## src/rtl/gr_pkg.sv

```systemverilog
package gr_pkg;
  localparam int FLAG_W = 4;
  localparam int F_LMT_BIG = 0;
  localparam int F_ADC_BIG = 1;
  localparam int F_ADC_SML = 2;
  localparam int F_DIG_SAT = 3;

  typedef enum logic [1:0] {
    TGT_LMT = 2'd0,
    TGT_LPF = 2'd1,
    TGT_DIG = 2'd2
  } tgt_e;

  typedef enum logic [1:0] {
    OVL_NONE = 2'd0,
    OVL_LMT  = 2'd1,
    OVL_ADC  = 2'd2,
    OVL_DIG  = 2'd3
  } ovl_e;
endpackage

```

## src/rtl/gr_prio.sv

```systemverilog
module gr_prio
  import gr_pkg::*;
(
  input  logic [FLAG_W-1:0] flags_i,
  output ovl_e              cls_o
);
  always_comb begin
    if (flags_i[F_LMT_BIG])                           cls_o = OVL_LMT;
    else if (flags_i[F_ADC_BIG] || flags_i[F_ADC_SML]) cls_o = OVL_ADC;
    else if (flags_i[F_DIG_SAT])                      cls_o = OVL_DIG;
    else                                              cls_o = OVL_NONE;
  end
endmodule

```

## src/rtl/gr_route.sv

```systemverilog
module gr_route
  import gr_pkg::*;
#(
  parameter int IDX_W  = 5,
  parameter int STEP_W = 3
) (
  input  ovl_e              cls_i,
  input  logic [IDX_W-1:0]  lmt_idx_i,
  input  logic [IDX_W-1:0]  lpf_idx_i,
  input  logic [IDX_W-1:0]  dig_idx_i,
  input  logic [IDX_W-1:0]  limit_i,
  input  logic [STEP_W-1:0] step_i,
  output logic              hit_o,
  output tgt_e              tgt_o,
  output logic [STEP_W-1:0] amt_o
);
  localparam int CW = (IDX_W > STEP_W) ? IDX_W : STEP_W;

  logic [IDX_W-1:0] room;
  logic [CW-1:0]    room_x, step_x, amt_x;

  always_comb begin
    tgt_o = TGT_LMT;
    room  = '0;
    unique case (cls_i)
      OVL_LMT: begin
        if (lmt_idx_i != '0) begin
          tgt_o = TGT_LMT;
          room  = lmt_idx_i;
        end else begin
          tgt_o = TGT_LPF;
          room  = lpf_idx_i;
        end
      end
      OVL_ADC: begin
        // upper limiter table first, then filter
        if (lmt_idx_i > limit_i) begin
          tgt_o = TGT_LMT;
          room  = lmt_idx_i - limit_i;
        end else begin
          tgt_o = TGT_LPF;
          room  = lpf_idx_i;
        end
      end
      OVL_DIG: begin
        tgt_o = TGT_DIG;
        room  = dig_idx_i;
      end
      default: begin
        tgt_o = TGT_LMT;
        room  = '0;
      end
    endcase
  end

  assign room_x = CW'(room);
  assign step_x = CW'(step_i);
  assign amt_x  = (step_x > room_x) ? room_x : step_x;
  assign amt_o  = amt_x[STEP_W-1:0];
  assign hit_o  = (cls_i != OVL_NONE) && (amt_x != '0);
endmodule

```

## src/rtl/gr_chan.sv

```systemverilog
module gr_chan
  import gr_pkg::*;
#(
  parameter int IDX_W  = 5,
  parameter int STEP_W = 3
) (
  input  logic              clk_i,
  input  logic              rst_ni,
  input  logic              en_i,
  input  logic [FLAG_W-1:0] flags_i,
  input  logic [IDX_W-1:0]  lmt_idx_i,
  input  logic [IDX_W-1:0]  lpf_idx_i,
  input  logic [IDX_W-1:0]  dig_idx_i,
  input  logic [IDX_W-1:0]  limit_i,
  input  logic [STEP_W-1:0] step_i,
  output logic              valid_o,
  output logic [1:0]        tgt_o,
  output logic [STEP_W-1:0] amt_o
);
  ovl_e              cls;
  logic              hit;
  tgt_e              tgt_d;
  logic [STEP_W-1:0] amt_d;

  gr_prio u_prio (
    .flags_i (flags_i),
    .cls_o   (cls)
  );

  gr_route #(.IDX_W(IDX_W), .STEP_W(STEP_W)) u_route (
    .cls_i     (cls),
    .lmt_idx_i (lmt_idx_i),
    .lpf_idx_i (lpf_idx_i),
    .dig_idx_i (dig_idx_i),
    .limit_i   (limit_i),
    .step_i    (step_i),
    .hit_o     (hit),
    .tgt_o     (tgt_d),
    .amt_o     (amt_d)
  );

  always_ff @(posedge clk_i or negedge rst_ni) begin
    if (!rst_ni) begin
      valid_o <= 1'b0;
      tgt_o   <= TGT_LMT;
      amt_o   <= '0;
    end else begin
      valid_o <= en_i & hit;
      tgt_o   <= tgt_d;
      amt_o   <= amt_d;
    end
  end
endmodule

```

## src/rtl/gr_router.sv

```systemverilog
module gr_router
  import gr_pkg::*;
#(
  parameter int NUM_CH = 2,
  parameter int IDX_W  = 5,
  parameter int STEP_W = 3
) (
  input  logic                       clk_i,
  input  logic                       rst_ni,
  input  logic                       auto_en_i,
  input  logic [STEP_W-1:0]          step_i,
  input  logic [IDX_W-1:0]           lmt_limit_i,
  input  logic [NUM_CH*FLAG_W-1:0]   ovl_i,
  input  logic [NUM_CH*IDX_W-1:0]    lmt_idx_i,
  input  logic [NUM_CH*IDX_W-1:0]    lpf_idx_i,
  input  logic [NUM_CH*IDX_W-1:0]    dig_idx_i,
  output logic [NUM_CH-1:0]          cmd_valid_o,
  output logic [NUM_CH*2-1:0]        cmd_tgt_o,
  output logic [NUM_CH*STEP_W-1:0]   cmd_amt_o
);
  for (genvar c = 0; c < NUM_CH; c++) begin : g_ch
    gr_chan #(.IDX_W(IDX_W), .STEP_W(STEP_W)) u_chan (
      .clk_i     (clk_i),
      .rst_ni    (rst_ni),
      .en_i      (auto_en_i),
      .flags_i   (ovl_i[c*FLAG_W +: FLAG_W]),
      .lmt_idx_i (lmt_idx_i[c*IDX_W +: IDX_W]),
      .lpf_idx_i (lpf_idx_i[c*IDX_W +: IDX_W]),
      .dig_idx_i (dig_idx_i[c*IDX_W +: IDX_W]),
      .limit_i   (lmt_limit_i),
      .step_i    (step_i),
      .valid_o   (cmd_valid_o[c]),
      .tgt_o     (cmd_tgt_o[c*2 +: 2]),
      .amt_o     (cmd_amt_o[c*STEP_W +: STEP_W])
    );
  end
endmodule

```

## config.mk

```make
export PLATFORM = sky130hd
export DESIGN_NAME = gr_router
export DESIGN_NICKNAME = d
export VERILOG_FILES = /design/src/rtl/gr_pkg.sv /design/src/rtl/gr_prio.sv /design/src/rtl/gr_route.sv /design/src/rtl/gr_chan.sv /design/src/rtl/gr_router.sv
export SDC_FILE = /design/constraint.sdc
export NUM_CORES = 1
export LEC_CHECK = 0
export BUFFER_PORTS_ARGS = -buffer_cell sky130_fd_sc_hd__buf_4
export CAP_MARGIN = 20
export CORE_ASPECT_RATIO = 0.75
export CORE_MARGIN = 2
export CORE_UTILIZATION = 25
export CTS_CLUSTER_DIAMETER = 150
export DETAILED_ROUTE_END_ITERATION = 12
export GPL_ROUTABILITY_DRIVEN = 0
export SYNTH_ARGS = -nofsm -noshare
export SYNTH_HDL_FRONTEND = slang
export SYNTH_SLANG_ARGS = --single-unit
export TNS_END_PERCENT = 5
```

## constraint.sdc

```tcl
create_clock -name clk_i -period 1.1 [get_ports clk_i]
set_input_delay 0.165 -clock clk_i [delete_from_list [all_inputs] [get_ports clk_i]]
set_output_delay 0.165 -clock clk_i [all_outputs]
set_load 0.1 [all_outputs]
```

==> results.json, run 1 <==
{
  "status": "finished, violations left",
  "violations": "setup timing",
  "ys_seq_elements": 12,
  "syn_nets": 229,
  "layout-drive-gt1-share_pct": 58.5,
  "rsz0062_at_grt": "true",
  "async_flop_share_pct": 100,
  "cts_tree": "built",
  "hold_start": "step_i[1]",
  "clk_pin_slew_ns": 0.05,
  "slew_viol_final": 0,
  "fill_cells": 524,
  "fin_area_um2": 2610,
  "placed_cell_area_um2": 2360,
  "dp_hpwl_mm": 3.67,
  "worst_pin_slew_ns": 0.375,
  "vias_per_cell": 4.63,
  "synth_area_per_cell_um2": 8.55,
  "worst_slack_ns": -1.55,
  "syn_inst": 162,
  "netlist_area_um2": 1390,
  "synth_seq_area_share_pct": 21.7,
  "vdd_drop_max_uv": 362,
  "start_util_pct": 25.9,
  "syn2layout_area_growth_pct": 88.7,
  "die_h_um": 68.5,
  "hold_path_class": "input port to flip-flop",
  "cellPowerDensity_nw_per_um2": 945,
  "min_period_ns": 2.65,
  "cp-end-kind": "flip-flop",
  "grt_overflow": 0,
  "detail_route.first_pass.iterations": 4,
  "drc": 0,
  "vias": 1653,
  "synth_edf_count": 0,
  "rows": 23,
  "crit_fanout": 4,
  "crit_start": "lmt_limit_i[1]",
  "h-tree-depth": 1,
  "drtIter0Drc": 39,
  "critPathLaunchType": "input port",
  "wirelength_mm": 4.40,
  "die_x_um": 90.0,
  "power_leakage_nw": 1.27,
  "period_share_pct": 241,
  "antenna_found_initial": 0,
  "num_io_pins": 61,
  "power_mw": 2.47,
  "antenna_cells": 0,
  "grt_pass1_vias": 1578,
  "cts_buffer_depth": 2,
  "nNetsFinal": 351,
  "clock.fmax_mhz": 378,
  "synthFlopType": "dfrtp_1",
  "criticalPathCategory": "input port to flip-flop",
  "cts.sinks": 12,
  "ant_nets": 0,
  "synth.area.top_cells": "dfrtp_1 (22%), ha_1 (14%), o21ai_0 (4.3%), nor2_1 (4.1%), inv_1 (3.8%)",
  "cts_root_buf": "clkbuf_8",
  "cp.required_ns": 1.21,
  "ys_warn_count": 0,
  "maxSlewHeadroom_pct": 74.7,
  "wl_per_cell_um": 12.3,
  "yosysUniqueCellTypes": 49,
  "synth_top_cell_by_area": "dfrtp_1",
  "setup_viol": 10,
  "numCtsBuffers": 3,
  "drv_cap": 0,
  "core_um2": 5350,
  "synth_top_cell_area_share_pct": 21.7,
  "grt_usage_pct": 14.2,
  "grt_max_degree": 13,
  "dieArea_um2": 6160,
  "hold_viol": 0,
  "grt_pass1_wl_mm": 6.96,
  "numPortBuffers": 60,
  "arrival_ns": 2.76
}
-- routing by layer --
layer / routed length (um) / track usage (%) / up-vias
li1: - / - / 858
met1: 2180 / 19.2 / 753
met4: 34 / 5.19 / 0
met5: 0 / 0 / -
met3: 148 / 1.54 / 4
met2: 2040 / 24.0 / 38
-- stage by stage --
step	std cells	setup slack, ns	TNS (ns)	util, %	hold WS, ns
after floorplan	162	-1.61	-12.38	-	-0.131
after global placement	343	-1.90	-15.33	44.1	0.00547
after detailed placement	343	-1.91	-15.59	44.1	0.00522
after CTS	351	-1.53	-12.36	46.4	0.203
after global routing	357	-1.71	-13.78	48.8	0.217
final	357	-1.55	-12.24	48.8	0.206
-- cells in the final DEF, fill, tap and decap left out, types with 3 or more instances in the layout --
cell type	count
xor2_1	3
a21oi_1	4
inv_1	10
ha_1	9
dfrtp_1	12
nand2_1	5
mux2i_1	3
nor2_1	14
clkbuf_8	3
o21ai_2	4
a211oi_1	3
and3_1	4
nand3_1	7
ha_4	6
o21ai_0	9
buf_4	118
a21o_1	3
a21oi_2	5
o21a_1	3
-- flip-flops by register name, indices dropped and copies added (netlist names) --
register	count
g_ch.u_chan.amt_o	6
g_ch.u_chan.valid_o	2
g_ch.u_chan.tgt_o	4
-- what timing repair did --
item / in CTS / in global routing
endpoints found under the setup margin: 10 / 10
resized for setup: 13 / 16
hold buffers: 1 / 0
hold endpoints to repair: 12 / 0
buffers inserted: 4 / 6
pin swaps: 15 / 15
-- path summary, 6_finish.rpt --
path	end	slack, ns	cells past startpoint
max	g_ch[0].u_chan.valid_o	-1.55	15
min	g_ch[0].u_chan.amt_o[1]	0.21	3
max in group asynchronous	g_ch[0].u_chan.amt_o[2]	0.64	2
min in group asynchronous	g_ch[1].u_chan.tgt_o[1]	0.31	2
-- Yosys cell counts, types with 2 or more instances --
library cell   n
and3_1         5
buf_2          2
nand3_1        8
o21a_1         3
fa_1           2
mux2_2         2
nor4b_2        2
inv_1         14
a21o_1         3
o211ai_1       2
ha_1          16
o21ai_1        3
nor2_1        15
a221o_1        2
xor2_1         3
buf_4          2
a21oi_1       10
mux2i_1        3
dfrtp_1       12
a21boi_0       2
a211oi_1       4
nand2_1        5
nand2b_1       2
o21ai_0       12
o21bai_1       3
nor2b_1        2
-- report_power, final --
part / switching (mW) / internal (mW)
logic: 0.877 / 0.711
clock network: 0.139 / 0.239
registers: 0.0126 / 0.492
total: 1.03 / 1.44
-- worst max-delay path, stage by stage --
cell	delay [ns]
buf_6	0.07
clkinvlp_4	0.14
ha_4	0.26
and4_1	0.16
a21oi_2	0.12
o31a_1	0.28
mux2i_1	0.22
o21a_1	0.17
ha_1	0.25
nand3_1	0.07
and3_1	0.15
o211ai_1	0.09
a31o_4	0.25
nor4b_4	0.30
a211oi_2	0.06
-- cell type report --
class	instances	area [um2]	share of cell area (%)
clock buffers	3	41.3	1.58
multi-input cells	132	1200	46.0
well taps	75	93.8	3.59
repair buffers	121	918	35.1
flip-flops and latches	12	300	11.5
inverters	14	58.8	2.25
-- logic make-up after synthesis --
logic type	count (synthesis)	share of synthesized area, %
multiplexers	5	3.79
flip-flops	12	21.7
adder cells (fa/ha/maj)	18	17.3
AND/OR/NAND/NOR	47	19.7
buffers and inverters	18	5.60
XOR/XNOR	4	2.53
AO/OA/AOI/OAI	58	29.4
(Power assumes the default switching activity.)
==> run 2, diff against run 1 <==
SKIP_LAST_GASP = 1   (was not set)
==> run 2 against run 1 <==
Effect of this change:
- the run still ends with setup timing left
- worst hold slack got worse by 0.0068 ns
- clock-buffer cell count unchanged
- wire length decreased by 1.2%
- sequential share of layout area increased by 0.10 points
- sequential cell count unchanged
- utilization decreased by 0.42 points
==> results.json, run 2 (synthesis gave the netlist of run 1 again) <==
{
  "status": "finished, violations left",
  "violations": "setup timing",
  "dieArea_um2": 6160,
  "crit_fanout": 4,
  "fin_tns_setup_ns": -12.33,
  "cp.required_ns": 1.21,
  "fin_area_um2": 2590,
  "die_x_um": 90.0,
  "num_io_pins": 61,
  "nNetsFinal": 350,
  "drtIter0Drc": 48,
  "clk_pin_slew_ns": 0.05,
  "fill_cells": 525,
  "rsz0062_at_grt": "true",
  "use_met2_pct": 24.0,
  "die_h_um": 68.5,
  "largest-register": "g_ch.u_chan.amt_o",
  "power_mw": 2.45,
  "min_period_ns": 2.64,
  "cellPowerDensity_nw_per_um2": 947,
  "seqCellArea_um2": 300,
  "whs_ns": 0.199,
  "numPortBuffers": 60,
  "cts_tree": "built",
  "numCtsBuffers": 3,
  "cts.sinks": 12,
  "holdPathStages": 3,
  "vias_per_cell": 4.63,
  "mostFrequentLayoutCells": "buf_4 (118), nor2_1 (14), dfrtp_1 (12), inv_1 (11), o21ai_0 (11)",
  "period_share_pct": 240,
  "grt_pass1_wl_mm": 6.98,
  "cts_root_buf": "clkbuf_8",
  "ant_nets": 0,
  "grt_max_degree": 13,
  "h-tree-depth": 1,
  "dp.cells": 343,
  "drv_cap": 0,
  "met3_usage_pct": 1.54,
  "grt_pass1_vias": 1578,
  "reg.largest.list": "g_ch.u_chan.amt_o x6, g_ch.u_chan.tgt_o x4, g_ch.u_chan.valid_o x2",
  "pre_cts_slack_ns": -1.91,
  "grt_usage_pct": 14.2,
  "drc": 0,
  "clock.fmax_mhz": 378,
  "core_um2": 5350,
  "vias": 1649,
  "critPathLaunchType": "input port",
  "wirelength_mm": 4.34,
  "start_util_pct": 25.9,
  "rows": 23,
  "antenna_cells": 0,
  "layout_commonest_cell": "buf_4",
  "worst_slack_ns": -1.54,
  "wl_per_cell_um": 12.2,
  "hold_viol": 0,
  "placed_cell_area_um2": 2360,
  "maxSlewHeadroom_pct": 75.1,
  "vdd_drop_max_uv": 366,
  "hold_start": "step_i[1]",
  "largest_register_ffs": 6,
  "finalCoreUtilization_pct": 48.4,
  "setup_viol": 10,
  "cp-end-kind": "flip-flop",
  "dp_hpwl_mm": 3.67,
  "hold_path_class": "input port to flip-flop",
  "min_to": "g_ch[0].u_chan.amt_o[1]",
  "multi_input_area_um2": 1190,
  "busiest_layer": "met2",
  "grt_overflow": 0,
  "antenna_found_initial": 0,
  "cts_buffer_depth": 2,
  "layout.cells.non_filler": 356,
  "arrival_ns": 2.75,
  "grtUsageMet1_pct": 19.2,
  "power_leakage_nw": 1.26,
  "layout-drive-gt1-share_pct": 57.3,
  "slew_viol_final": 0,
  "syn2layout_area_growth_pct": 87.1,
  "worst_pin_slew_ns": 0.368,
  "criticalPathCategory": "input port to flip-flop",
  "detail_route.first_pass.iterations": 4
}
==> run 2: cell type report <==
cell class              count  share of cell area, %
flip-flops and latches     12                   11.6
repair buffers            120                   35.0
well taps                  75                   3.62
clock buffers               3                   1.59
inverters                  14                   2.17
multi-input cells         132                   46.0
==> run 2: power breakdown <==
group | internal (mW) | total [mW] | leakage, nW | switching (mW)
Combinational | 0.697 | 1.57 | 1.09 | 0.870
Sequential | 0.492 | 0.505 | 0.148 | 0.0125
Clock | 0.239 | 0.381 | 0.0216 | 0.142
==> run 2: worst max-delay path by stage <==
stage / from / end / slack, ns / cells past startpoint
3_5_place_dp: lmt_limit_i[2] / g_ch[0].u_chan.amt_o[0] / -1.91 / 14
5_1_grt: lmt_limit_i[1] / g_ch[0].u_chan.valid_o / -1.70 / 15
3_3_place_gp: lmt_limit_i[2] / g_ch[0].u_chan.amt_o[0] / -1.90 / 14
2_1_floorplan: lmt_limit_i[1] / g_ch[0].u_chan.amt_o[0] / -1.61 / 13
4_1_cts: lmt_limit_i[1] / g_ch[0].u_chan.valid_o / -1.54 / 15
6_report: lmt_limit_i[3] / g_ch[0].u_chan.valid_o / -1.54 / 15
==> run 2: worst max-delay path, stage by stage <==
cell      delay, ns
buf_4          0.11
inv_2          0.10
ha_4           0.22
and4_1         0.20
a21oi_2        0.12
o31a_1         0.27
mux2i_1        0.22
o21a_1         0.17
ha_1           0.25
nand3_1        0.07
and3_1         0.15
o211ai_1       0.09
a31o_4         0.25
nor4b_4        0.30
a211oi_2       0.07
==> run 2: layer usage <==
| layer | routed length [um] | vias to the layer above | part of all wire [%] |
|---|---|---|---|
| li1 | - | 852 | - |
| met1 | 2170 | 759 | 50 |
| met2 | 1990 | 35 | 46 |
| met3 | 141 | 3 | 3.2 |
| met4 | 43 | 0 | 0.99 |
| met5 | 0 | - | 0 |
==> run 2: timing repair <==
item,4_1_cts,5_1_grt
gates resized for setup,8,13
pin swaps,10,11
hold buffers,1,0
endpoints found under the hold margin,12,0
endpoints found under the setup margin,10,10
buffers inserted,4,5
